## src/rtl/bkup_pkg.sv

```systemverilog
// Package: shared types for the backup transfer controller.
// Assumes: all sensing flags are active high.
package bkup_pkg;

    typedef enum logic [2:0] {
        ST_OFFLINE  = 3'd0,
        ST_STANDBY  = 3'd1,
        ST_TO_BATT  = 3'd2,
        ST_ON_BATT  = 3'd3,
        ST_TO_LINE  = 3'd4
    } xfer_state_t;

    typedef struct packed {
        logic line_low;
        logic line_ok;
        logic warn_low;
        logic warn_ok;
        logic dead;
        logic recovered;
        logic rst_btn;
        logic armed;
        logic ilk;
    } sense_t;

endpackage

```

## src/rtl/bkup_sync.sv

```systemverilog
// Module: two-flop synchronizer for a bundle of asynchronous flags.
// Assumes: each bit is a slowly changing level; no bus coherence is needed.
module bkup_sync #(
    parameter int W = 1
) (
    input  logic         clk,
    input  logic         rst_n,
    input  logic [W-1:0] d,
    output logic [W-1:0] q
);
    logic [W-1:0] meta_q;

    // Two register stages per bit; both clear on reset.
    always_ff @(posedge clk) begin
        if (!rst_n) begin
            meta_q <= '0;
            q      <= '0;
        end else begin
            meta_q <= d;
            q      <= meta_q;
        end
    end
endmodule

```

## src/rtl/bkup_tick_timer.sv

```systemverilog
// Module: saturating tick counter with a run-time selectable limit.
// Assumes: clr is pulsed on every state change; limit is stable between clears.
module bkup_tick_timer #(
    parameter int CW = 4
) (
    input  logic          clk,
    input  logic          rst_n,
    input  logic          clr,
    input  logic          tick,
    input  logic [CW-1:0] limit,
    output logic          reached
);
    logic [CW-1:0] cnt_q;

    // Count ticks up to the limit, then hold.
    always_ff @(posedge clk) begin
        if (!rst_n)                     cnt_q <= '0;
        else if (clr)                   cnt_q <= '0;
        else if (tick && cnt_q < limit) cnt_q <= cnt_q + 1'b1;
    end

    assign reached = (cnt_q >= limit);

    // Once reached, the count holds until the next clear (R6 dwell holds).
    assert_reached_holds_R6: assert property (@(posedge clk) disable iff (!rst_n)
        (reached && !clr && $stable(limit)) |=> reached);
endmodule

```

## src/rtl/bkup_xfer_fsm.sv

```systemverilog
// Module: transfer state machine with transfer delays, dwell and latched offline.
// Assumes: inputs are already synchronized; tick is a single-cycle pulse.
module bkup_xfer_fsm
    import bkup_pkg::*;
#(
    parameter int XFER_TICKS  = 15,
    parameter int DWELL_TICKS = 500
) (
    input  logic clk,
    input  logic rst_n,
    input  logic tick,
    input  logic line_low,
    input  logic line_ok,
    input  logic batt_dead,
    input  logic batt_recovered,
    input  logic reset_req,
    input  logic enable_ok,
    output logic inverter_en,
    output logic st_standby,
    output logic st_on_batt,
    output logic st_offline
);
    localparam int MAXT = (DWELL_TICKS > XFER_TICKS) ? DWELL_TICKS : XFER_TICKS;
    localparam int CW   = $clog2(MAXT + 1);
    localparam logic [CW-1:0] XFER_L  = CW'(XFER_TICKS);
    localparam logic [CW-1:0] DWELL_L = CW'(DWELL_TICKS);

    xfer_state_t state_q, state_d;
    logic        t_reached;
    logic [CW-1:0] t_limit;

    // The on-battery state uses the dwell limit; the delay states use the transfer limit.
    assign t_limit = (state_q == ST_ON_BATT) ? DWELL_L : XFER_L;

    bkup_tick_timer #(.CW(CW)) u_timer (
        .clk     (clk),
        .rst_n   (rst_n),
        .clr     (state_d != state_q),
        .tick    (tick),
        .limit   (t_limit),
        .reached (t_reached)
    );

    // Next-state decision.
    always_comb begin
        state_d = state_q;
        unique case (state_q)
            ST_OFFLINE: if (batt_recovered && reset_req) state_d = ST_STANDBY;
            ST_STANDBY: if (line_low && enable_ok)      state_d = ST_TO_BATT;
            ST_TO_BATT: begin
                if (!line_low || !enable_ok) state_d = ST_STANDBY;
                else if (t_reached)          state_d = ST_ON_BATT;
            end
            ST_ON_BATT: begin
                if (batt_dead)                 state_d = ST_OFFLINE;
                else if (t_reached && line_ok) state_d = ST_TO_LINE;
            end
            ST_TO_LINE: begin
                if (batt_dead)      state_d = ST_OFFLINE;
                else if (line_low)  state_d = ST_ON_BATT;
                else if (t_reached) state_d = ST_STANDBY;
            end
            default: state_d = ST_OFFLINE;
        endcase
    end

    // State register; power-up lands in offline.
    always_ff @(posedge clk) begin
        if (!rst_n) state_q <= ST_OFFLINE;
        else        state_q <= state_d;
    end

    assign inverter_en = (state_q == ST_ON_BATT) || (state_q == ST_TO_LINE);
    assign st_on_batt  = inverter_en;
    assign st_offline  = (state_q == ST_OFFLINE);
    assign st_standby  = (state_q == ST_STANDBY) || (state_q == ST_TO_BATT);

    assert_ind_onehot_R11: assert property (@(posedge clk) disable iff (!rst_n)
        $onehot({st_standby, st_on_batt, st_offline}));
    assert_offline_no_xfer_R3: assert property (@(posedge clk) disable iff (!rst_n)
        (state_q == ST_OFFLINE) |=> !inverter_en);
    assert_leave_offline_R2: assert property (@(posedge clk) disable iff (!rst_n)
        (st_offline && !(batt_recovered && reset_req)) |=> st_offline);
    assert_inhibit_R5: assert property (@(posedge clk) disable iff (!rst_n)
        (state_q == ST_STANDBY && !enable_ok) |=> (state_q == ST_STANDBY));
    assert_dwell_R6: assert property (@(posedge clk) disable iff (!rst_n)
        (state_q == ST_ON_BATT && !t_reached) |=> (state_q != ST_TO_LINE));
    assert_shutdown_R8: assert property (@(posedge clk) disable iff (!rst_n)
        (inverter_en && batt_dead) |=> (st_offline && !inverter_en));
endmodule

```

## src/rtl/bkup_xfer_ctrl.sv

```systemverilog
// Module: top of the backup transfer controller: synchronizers, flag latches, FSM.
// Assumes: tick is a single-cycle pulse in the clk domain; other inputs are async.
module bkup_xfer_ctrl
    import bkup_pkg::*;
#(
    parameter int XFER_TICKS  = 15,
    parameter int DWELL_TICKS = 500
) (
    input  logic clk,
    input  logic rst_n,
    input  logic tick,
    input  logic line_low,
    input  logic line_ok,
    input  logic batt_warn_low,
    input  logic batt_warn_ok,
    input  logic batt_dead,
    input  logic batt_recovered,
    input  logic reset_btn,
    input  logic psu_armed,
    input  logic interlock_ok,
    output logic inverter_en,
    output logic ac_fail,
    output logic ind_standby,
    output logic ind_on_batt,
    output logic ind_low_batt,
    output logic ind_offline
);
    sense_t raw, s;

    assign raw = '{line_low: line_low, line_ok: line_ok, warn_low: batt_warn_low,
                   warn_ok: batt_warn_ok, dead: batt_dead, recovered: batt_recovered,
                   rst_btn: reset_btn, armed: psu_armed, ilk: interlock_ok};

    bkup_sync #(.W($bits(sense_t))) u_sync (
        .clk   (clk),
        .rst_n (rst_n),
        .d     (raw),
        .q     (s)
    );

    // Line-failure flag with hysteresis between drop and return levels.
    always_ff @(posedge clk) begin
        if (!rst_n)          ac_fail <= 1'b0;
        else if (s.line_low) ac_fail <= 1'b1;
        else if (s.line_ok)  ac_fail <= 1'b0;
    end

    // Low-battery flag with hysteresis between warning and clear levels.
    always_ff @(posedge clk) begin
        if (!rst_n)          ind_low_batt <= 1'b0;
        else if (s.warn_low) ind_low_batt <= 1'b1;
        else if (s.warn_ok)  ind_low_batt <= 1'b0;
    end

    bkup_xfer_fsm #(.XFER_TICKS(XFER_TICKS), .DWELL_TICKS(DWELL_TICKS)) u_fsm (
        .clk            (clk),
        .rst_n          (rst_n),
        .tick           (tick),
        .line_low       (s.line_low),
        .line_ok        (s.line_ok),
        .batt_dead      (s.dead),
        .batt_recovered (s.recovered),
        .reset_req      (s.rst_btn),
        .enable_ok      (s.armed && s.ilk),
        .inverter_en    (inverter_en),
        .st_standby     (ind_standby),
        .st_on_batt     (ind_on_batt),
        .st_offline     (ind_offline)
    );

    assert_lowbatt_set_R9: assert property (@(posedge clk) disable iff (!rst_n)
        $rose(ind_low_batt) |-> $past(s.warn_low));
    assert_lowbatt_clr_R9: assert property (@(posedge clk) disable iff (!rst_n)
        $fell(ind_low_batt) |-> $past(s.warn_ok));
    assert_acfail_clr_R10: assert property (@(posedge clk) disable iff (!rst_n)
        $fell(ac_fail) |-> $past(s.line_ok && !s.line_low));
endmodule

```

## config.mk

```make
export PLATFORM = sky130hd
export DESIGN_NAME = bkup_xfer_ctrl
export DESIGN_NICKNAME = d
export VERILOG_FILES = /design/src/rtl/bkup_pkg.sv /design/src/rtl/bkup_sync.sv /design/src/rtl/bkup_tick_timer.sv /design/src/rtl/bkup_xfer_fsm.sv /design/src/rtl/bkup_xfer_ctrl.sv
export SDC_FILE = /design/constraint.sdc
export NUM_CORES = 1
export LEC_CHECK = 0
export ABC_AREA = 1
export BUFFER_PORTS_ARGS = -buffer_cell sky130_fd_sc_hd__buf_2
export CORE_MARGIN = 1
export CORE_UTILIZATION = 57
export DETAILED_ROUTE_END_ITERATION = 8
export GPL_ROUTABILITY_DRIVEN = 1
export HOLD_SLACK_MARGIN = 0.03
export PLACE_DENSITY = 0.9
export RECOVER_POWER = 100
export SETUP_SLACK_MARGIN = 0.4
export SLEW_MARGIN = 40
export SYNTH_ARGS = -nofsm -noshare
export SYNTH_HDL_FRONTEND = slang
export SYNTH_SLANG_ARGS = --single-unit
```

## constraint.sdc

```tcl
create_clock -name clk -period 3 [get_ports clk]
set_input_delay 0.3 -clock clk [delete_from_list [all_inputs] [get_ports clk]]
set_output_delay 0.3 -clock clk [all_outputs]
set_load 0.05 [all_outputs]
```

==> results of run 1 <==
## what timing repair did
action,in CTS,in global routing
endpoints found under the hold margin,0,0
endpoints found under the setup margin,0,9
resized for setup,0,2
## final cells by class
class                           count  area (µm²)  area share [%]
Sequential cell                    32         641            35.3
Multi-Input combinational cell    128         807            44.5
Clock inverter                      1        7.51           0.414
Timing Repair Buffer               17        76.3            4.21
Clock buffer                        7        55.1            3.04
Inverter                           50         188            10.4
Tap cell                           31        38.8            2.14
## worst max path at each step
stage / startpoint / to / depth (start not counted)
floorplan: u_fsm.state_q[0] / u_fsm.u_timer.cnt_q[0] / 8
global placement: u_fsm.state_q[0] / u_fsm.u_timer.cnt_q[4] / 13
detailed placement: u_fsm.state_q[0] / u_fsm.u_timer.cnt_q[4] / 14
CTS: u_fsm.state_q[0] / u_fsm.u_timer.cnt_q[4] / 14
global route: u_fsm.state_q[2] / u_fsm.u_timer.cnt_q[1] / 15
finish: u_fsm.state_q[0] / u_fsm.u_timer.cnt_q[2] / 14
## synth_stat cells, types with 2 or more instances
| cell type | n |
|---|---|
| o21ai_0 | 3 |
| nor2_1 | 7 |
| nor3_1 | 3 |
| nand3_1 | 10 |
| inv_2 | 2 |
| nand4_1 | 2 |
| ha_1 | 9 |
| xnor2_1 | 3 |
| nor2_4 | 4 |
| nand2_2 | 5 |
| xor2_1 | 5 |
| a21oi_1 | 4 |
| nand3_4 | 2 |
| nor3_2 | 9 |
| inv_1 | 48 |
| nand3_2 | 6 |
| nand2_1 | 49 |
| dfxtp_1 | 32 |
## registers in the layout, summed over array words and instances, names as in the netlist
| register | count |
|---|---|
| ac_fail | 1 |
| u_sync.q | 9 |
| u_fsm.u_timer.cnt_q | 9 |
| u_sync.meta_q | 9 |
| u_fsm.state_q | 3 |
| ind_low_batt | 1 |
## critical path, delay by kind of cell (launching register included)
| family | cells | cell delay, ns |
|---|---|---|
| AOI/OAI and AO/OA | 1 | 0.31 |
| buffers and inverters | 1 | 0.12 |
| adders and majority gates | 1 | 0.23 |
| and+or+nand+nor | 11 | 1.19 |
| DFF | 1 | 0.48 |
## logic make-up after synthesis
group / count (synthesis) / synth area share [%]
XOR/XNOR: 8 / 4.17
flip-flops: 32 / 38.1
AO/OA/AOI/OAI: 11 / 4.91
buffers and inverters: 53 / 12.1
adder cells (fa/ha/maj): 9 / 6.70
AND/OR/NAND/NOR: 100 / 34.1
## power by group through the flow
stage / combinational, mW / sequential [mW] / clock [mW]
3_5_place_dp: 0.0582 / 0.460 / 0
2_1_floorplan: 0.0376 / 0.462 / 0
4_1_cts: 0.0586 / 0.450 / 0.261
3_3_place_gp: 0.0567 / 0.459 / 0
5_1_grt: 0.0630 / 0.452 / 0.281
6_report: 0.0555 / 0.450 / 0.256
## metal layers
metal	GRT usage (%)	up-vias	wire [µm]
met2	33.7	29	1350
met4	9.41	0	44
met5	0	-	0
li1	-	691	-
met3	3.46	5	93
met1	26.4	581	1400
==> impl_results.md, run 1 <==
- Slack of the critical path: 0.600 ns
- Most frequent cells in the layout: nand2_1, inv_1, dfxtp_1
- Via count: 1306
- Reg power frac: 59.1%
- Reg-to-reg slack, setup: 0.60 ns
- Fin util: 65.2%
- Slew Limit Fails: 0
- Worst EP required: 3.25 ns
- Run status: finished, final reports clean
- Seq cells post-synth: 32
- Syn Nets: 234
- WHS Endpoint: u_sync.meta_q[8]
- Clock latency on the worst-skew pair: 0.33 ns
- CP Max Fanout: 9
- Setup-failing EPs final: 0
- Relative slew margins: 39.1%
- Count of cell types in the netlist: 28
- Number of global-route vias before repair: 1192
- Crit Path Class: register to register
- Sw frac: 24.5%
- Fin nets: 255
- Fin crit share: 80.0%
- Startpoint type of the worst setup path: register
- Worst EP arrival: 2.65 ns
- Sequential share of the synthesized area: 38.1%
- Drt wl/cell: 10.8 µm
- Dominant cells by area after synthesis: dfxtp_1, nand2_1, inv_1
- Root buffer cell: clkbuf_4
- Synthesized cell area: 0.00168 mm²
- CP Capture Type: register
- Clock buffer count from CTS: 5
- Worst Max-Slew Pin Slew: 0.913 ns
- RSZ-0062 raised after global routing: false
- Post-synth top area cell: dfxtp_1
- Antenna violations before repair: 0
- Final Instance Count excl. Fillers: 266
- First-pass GRT wire length: 4.98 mm
- Initial core utilization: 60.5%
- All-Layer GR Usage: 20.5%
- I/O Buffers: 17
- Largest net degree at the start of global routing: 21
- Worst R2R Start: u_fsm.state_q[0]
- Clk buf depth: 2
- Die footprint: 0.00317 mm²
- Drt total wl: 2.88 mm
- Post-synthesis async set-or-reset flop share: 0%
- Leakage: 0.942 nW
- Post-CTS Setup Repair Bufs: 0
- Post-DP HPWL: 2.21 mm
- Post-route DRC: 0
- H-tree levels: 2
- Max VDD drop: 0.424 mV
- Placed insts: 258
- Max-Cap Viols: 0
- Starting DRT DRC Count: 56
- Cell-by-cell trace of the critical path: nand3_4, inv_1, ha_1, nand2_1, nor2_1, nor2_1, nand2_1, nand2_1, nand3_1, a21oi_1, nand2_2, nand2_2, nand2_4, nor3_1
- Pre-CTS worst setup slack: 0.509 ns
- Post-CTS Hold Buffers: 0
- Clk slew on worst S/H paths: 0.10 ns
- Die H: 56.3 µm
- Commonest non-fill, non-tap cell in the layout: nand2_1
- F_max: 0.417 GHz
- CP max stage delay: 0.48 ns
- Min Tclk post-route: 2.40 ns
- Final Wtd Congestion: 0.851
- Reg2Reg Depth: 14
- Clock Sinks: 32
- Placed Area: 0.00179 mm²
- Layout cells sized above 1: 17.4%
- Min-delay src: line_low
- Clock power frac: 33.6%
- Post-route setup TNS: 0 ns
- Final Hold Slack: 0.145 ns
- CTS tree: done
- CORE AREA: 0.00278 mm²
- Syn Inst Count: 213
- Total power: 0.761 mW
- GRT Residual Overflow: 0
- P_int: 0.575 mW
- Cell area after layout: 0.00181 mm²
- Fill cell count: 250
- Post-synth EDFFs: 0
- Psw: 0.187 mW
- Combinational Power Share: 7.3%
- Pwr/cell area: 420 mW/mm²
- Predominant post-synthesis flop cell: dfxtp_1
- Slowest CP cell: dfxtp_1
- Pre-antenna DRT Iters: 5
- Ys Warns: 0
- Worst hold path depth: 3
- Synth top area share: 38.1%
- P&R area growth vs syn: 7.81%
- Most used cell, CP: nand2_1
- Final ANT Viol Nets: 0
- Die Width: 56.3 µm
- Syn Area/Cell: 7.89 µm²
- RR Endpoint: u_fsm.u_timer.cnt_q[2]
- Rows: 19
- Final Hold Violating Endpoints: 0
- Ant diodes: 0
- Hold WC Path Type: primary input to register
- Post-DR vias/cell: 4.91
- Worst Clk Skew: 0.00648 ns
- Top Ports: 18
Note: power is estimated with default switching activity, not from simulation.
==> inputs of run 2 (changes only) <==
- ABC_AREA: 1 -> 0
- CORE_UTILIZATION: 57 -> 51
- PLACE_DENSITY: 0.9 -> 0.86
- clock period: 3 -> 2.1 ns (I/O delays scaled with it)
==> impl_results.md, run 2 <==
- Total power: 1.08 mW
- Pre-CTS worst setup slack: -0.560 ns
- Clock buffer count from CTS: 5
- All-Layer GR Usage: 23.5%
- Worst Clk Skew: 0.0173 ns
- Min-delay src: batt_dead
- Post-route DRC: 0
- Rows: 19
- Post-DR vias/cell: 5.66
- Crit path from: u_fsm.state_q[2]
- Root buffer cell: clkbuf_4
- Slowest CP cell: or4b_4
- Slack of the critical path: -0.489 ns
- Starting DRT DRC Count: 46
- Placed Area: 0.00179 mm²
- CP Max Fanout: 8
- Fill cell count: 189
- Clk slew on worst S/H paths: 0.11 ns
- Most frequent cells in the layout: dfxtp_1, buf_4, a21oi_2
- Synth top area share: 43.2%
- Reg-to-reg slack, setup: -0.49 ns
- Sequential cell area: 643 µm²
- Final Hold Violating Endpoints: 0
- Largest net degree at the start of global routing: 25
- CTS tree: done
- Worst EP arrival: 2.87 ns
- Crit path buffers/inverters: 1
- Max VDD drop: 0.664 mV
- Cell-by-cell trace of the critical path: nand3b_4, inv_4, ha_4, a31o_1, a21oi_2, a21oi_2, a2111o_1, or4b_4, a21oi_2
- Die H: 55.9 µm
- Top Ports: 18
- H-tree levels: 2
- Via count: 1302
- Slew Limit Fails: 0
- CP max stage delay: 0.59 ns
- Cell area after layout: 0.00195 mm²
- Crit Path Class: register to register
- Final Hold Slack: 0.0700 ns
- RSZ-0062 raised after global routing: true
- CP delay by family, top: compound AO/OA/AOI/OAI gates
- Worst EP required: 2.38 ns
- Setup-failing EPs final: 11
- Largest regs: u_fsm.u_timer.cnt_q: 9 flops, u_sync.meta_q: 9 flops, u_sync.q: 9 flops
- Syn Nets: 174
- Drt wl/cell: 14.6 µm
- Violations in the final reports: setup timing
- Fin nets: 219
- Pre-antenna DRT Iters: 4
- GRT Residual Overflow: 0
- Placed insts: 220
- Hold WC Path Type: primary input to register
- Final Wtd Congestion: 0.927
- Number of global-route vias before repair: 1303
- CP Capture Type: register
- Post-synth EDFFs: 0
- I/O Buffers: 17
- Top post-synthesis cells by count: dfxtp_1, and2_1, a21oi_1, ha_1, xnor2_1
- Clock Sinks: 32
- Ys Warns: 0
- Relative slew margins: 48.9%
- Leakage: 0.811 nW
- Area occupied by multi-input gates: 901 µm²
- F_max: 0.386 GHz
- Syn Area/Cell: 9.69 µm²
- Count of cell types in the netlist: 40
- Sequential share of the synthesized area: 43.2%
- Run status: finished, violations left
- Most used cell, CP: a21oi_2
- Max-Cap Viols: 0
- P&R area growth vs syn: 31.2%
- Top-count cell post-synth: dfxtp_1
- Commonest non-fill, non-tap cell in the layout: dfxtp_1
- Clock latency on the worst-skew pair: 0.35 ns
- Synthesized cell area: 0.00148 mm²
- Drt total wl: 3.37 mm
- Post-DP HPWL: 2.32 mm
- Ant diodes: 0
- Pwr/cell area: 557 mW/mm²
- Initial core utilization: 53.8%
- Worst Max-Slew Pin Slew: 0.767 ns
- Post-route setup TNS: -4.39 ns
- Min Tclk post-route: 2.59 ns
- CORE AREA: 0.00276 mm²
- Final Instance Count excl. Fillers: 230
- Fin util: 70.6%
- Dominant cells by area after synthesis: dfxtp_1, and2_1, ha_1
- Post-synth top area cell: dfxtp_1
- Syn Inst Count: 153
- Fin crit share: 123%
- First-pass GRT wire length: 5.53 mm
- Die Width: 55.9 µm
- Post-synthesis async set-or-reset flop share: 0%
- Final ANT Viol Nets: 0
- Worst R2R Start: u_fsm.state_q[2]
- Die footprint: 0.00313 mm²
- Predominant post-synthesis flop cell: dfxtp_1
- Clk buf depth: 2
- Layout cells sized above 1: 36.7%
- Startpoint type of the worst setup path: register
- Seq cells post-synth: 32
- Antenna violations before repair: 0
run 2: area by class of cell:
type / count / share of cell area (%)
multi-input combinational: 111 / 46.3
tap: 31 / 1.99
sequential: 32 / 33.1
clock inverter: 3 / 1.22
inverter: 4 / 0.900
timing repair buffer: 44 / 14.6
clock buffer: 5 / 1.93
run 2: kinds of logic after synthesis:
group                    share of synthesized area [%]
multiplexers                                     0.675
AO/OA/AOI/OAI                                     14.4
AND/OR/NAND/NOR                                   23.9
flip-flops                                        43.2
adder cells (fa/ha/maj)                           7.60
XOR/XNOR                                          5.82
buffers and inverters                             4.39
run 2: worst paths after layout:
path	endpoint	cells past startpoint
worst max register to register	u_fsm.u_timer.cnt_q[1]	9
worst min register to register	u_sync.q[7]	1
worst min-delay path	u_sync.meta_q[4]	2
worst max-delay path	u_fsm.u_timer.cnt_q[1]	9
run 2: power by group:
group          total [mW]  internal [mW]  leakage [nW]  switching (mW)
Sequential          0.638          0.629         0.263         0.00888
Clock               0.357          0.131        0.0274           0.226
Combinational      0.0895         0.0407         0.520          0.0488
run 2: worst register-to-register path: stages, from the launching register on:
cell	delay, ns
dfxtp_1	0.33
nand3b_4	0.24
inv_4	0.10
ha_4	0.20
a31o_1	0.24
a21oi_2	0.17
a21oi_2	0.08
a2111o_1	0.43
or4b_4	0.59
a21oi_2	0.15
run 2: timing repair:
| item | in CTS | in global routing |
|---|---|---|
| cloned | 1 | 0 |
| hold buffers | 0 | 0 |
| pin swaps | 3 | 6 |
| setup buffers | 1 | 0 |
| resized for setup | 15 | 13 |
| endpoints found under the setup margin | 14 | 15 |
run 2: metal layers:
layer | global-route usage, % | part of all wire [%]
met1 | 26.7 | 42
met2 | 40.3 | 50
met3 | 6.51 | 4.5
met4 | 11.8 | 2.9
met5 | 0 | 0
==> inputs of run 3 (changes only) <==
- RECOVER_POWER: 100 -> 50
==> impl_results.md, run 3 (synthesis results as in run 2) <==
- Run status: finished, violations left
- Violations in the final reports: setup timing
- Post-route setup TNS: -4.44 ns
- Crit Path Class: register to register
- Worst Clk Skew: 0.0170 ns
- Final Hold Violating Endpoints: 0
- Worst Max-Slew Pin Slew: 0.780 ns
- Commonest non-fill, non-tap cell in the layout: dfxtp_1
- Root buffer cell: clkbuf_4
- Pwr/cell area: 552 mW/mm²
- Layout cells sized above 1: 38.7%
- CP Max Fanout: 8
- Final Instance Count excl. Fillers: 230
- Drt total wl: 3.40 mm
- Leakage: 0.832 nW
- Post-DP HPWL: 2.32 mm
- Min Tclk post-route: 2.59 ns
- Slack of the critical path: -0.493 ns
- Slew Limit Fails: 0
- First-pass GRT wire length: 5.53 mm
- P&R area growth vs syn: 32.2%
- Crit path from: u_fsm.state_q[2]
- CTS tree: done
- Number of global-route vias before repair: 1303
- Hold WC Path Type: primary input to register
- F_max: 0.386 GHz
- Clock latency on the worst-skew pair: 0.34 ns
- CORE AREA: 0.00276 mm²
- Largest net degree at the start of global routing: 25
- Ant diodes: 0
- Die H: 55.9 µm
- Min-delay src: batt_dead
- Startpoint type of the worst setup path: register
- Post-DR vias/cell: 5.77
- I/O Buffers: 17
- Drt wl/cell: 14.8 µm
- Worst EP required: 2.38 ns
- Top Ports: 18
- All-Layer GR Usage: 23.5%
- Placed Area: 0.00179 mm²
- Antenna violations before repair: 0
- CP Capture Type: register
- Clock Sinks: 32
- Worst EP arrival: 2.87 ns
- Die Width: 55.9 µm
- Clk buf depth: 2
- RSZ-0062 raised after global routing: true
- Worst R2R Start: u_fsm.state_q[2]
- Clock buffer count from CTS: 5
- Max-Cap Viols: 0
- Final Hold Slack: 0.0786 ns
- Post-route DRC: 0
- Largest regs: u_fsm.u_timer.cnt_q: 9 flops, u_sync.meta_q: 9 flops, u_sync.q: 9 flops
- Final Wtd Congestion: 0.927
- Cell area after layout: 0.00196 mm²
- GRT Residual Overflow: 0
- Fin nets: 219
- Most frequent cells in the layout: dfxtp_1, buf_4, a21oi_2, and2_1, buf_2
- H-tree levels: 2
- Placed insts: 220
- Fin crit share: 123%
- Rows: 19
- Relative slew margins: 48.0%
- Max VDD drop: 0.664 mV
- Final ANT Viol Nets: 0
- Starting DRT DRC Count: 39
- Via count: 1328
- Setup-failing EPs final: 11
- Clk slew on worst S/H paths: 0.11 ns
- Initial core utilization: 53.8%
- Pre-antenna DRT Iters: 4
- Die footprint: 0.00313 mm²
[run 3: changes by cell type in the layout (fill, tap and decap cells not counted)]
cell,before,now
and2_0,11,7
clkbuf_1,6,2
buf_6,1,2
and2_1,9,13
clkbuf_2,1,0
buf_4,26,27
buf_2,10,13
[run 3: stage by stage]
stage | total power [mW] | setup slack (ns) | util, %
after floorplan | 0.703 | -0.505 | -
after CTS | 1.09 | -0.481 | 69.4
final | 1.08 | -0.493 | 71.1
after global placement | 0.728 | -0.412 | 64.7
after global routing | 1.13 | -0.559 | 71.1
after detailed placement | 0.733 | -0.560 | 64.7
[run 3: power by group]
part	switching, mW	internal (mW)	total, mW	leakage, nW
registers	0.00921	0.629	0.638	0.263
logic	0.0490	0.0418	0.0908	0.541
clock network	0.221	0.131	0.353	0.0274
[run 3: cell type report]
class                      count  area (µm²)
multi-input combinational    111         901
fill                         184         798
sequential                    32         643
timing repair buffer          44         298
tap                           31        38.8
clock buffer                   5        37.5
clock inverter                 3        23.8
inverter                       4        17.5
[run 3: metal layers]
layer	track usage, %	part of all wire, %
met1	26.7	42
met2	40.3	51
met3	6.51	4.5
met4	11.8	2.6
met5	0	0
[run 3: worst paths after layout]
check | end | slack, ns | depth (start not counted)
max | u_fsm.u_timer.cnt_q[1] | -0.49 | 9
min | u_sync.meta_q[4] | 0.08 | 2
max reg2reg | u_fsm.u_timer.cnt_q[1] | -0.49 | 9
min reg2reg | u_sync.q[7] | 0.43 | 1
[run 3: critical path, stage by stage, from the launching register on]
cell and delay, ns:
dfxtp_1 0.33, nand3b_4 0.24, inv_4 0.10, ha_4 0.20
a31o_1 0.24, a21oi_2 0.17, a21oi_2 0.08, a2111o_1 0.43
or4b_4 0.59, a21oi_2 0.15
[run 3: timing repair]
item | 4_1_cts | 5_1_grt
gates resized for setup | 15 | 13
hold buffers | 0 | 0
endpoints found under the setup margin | 14 | 15
gates cloned | 1 | 0
buffers inserted | 1 | 0
pin swaps | 3 | 6
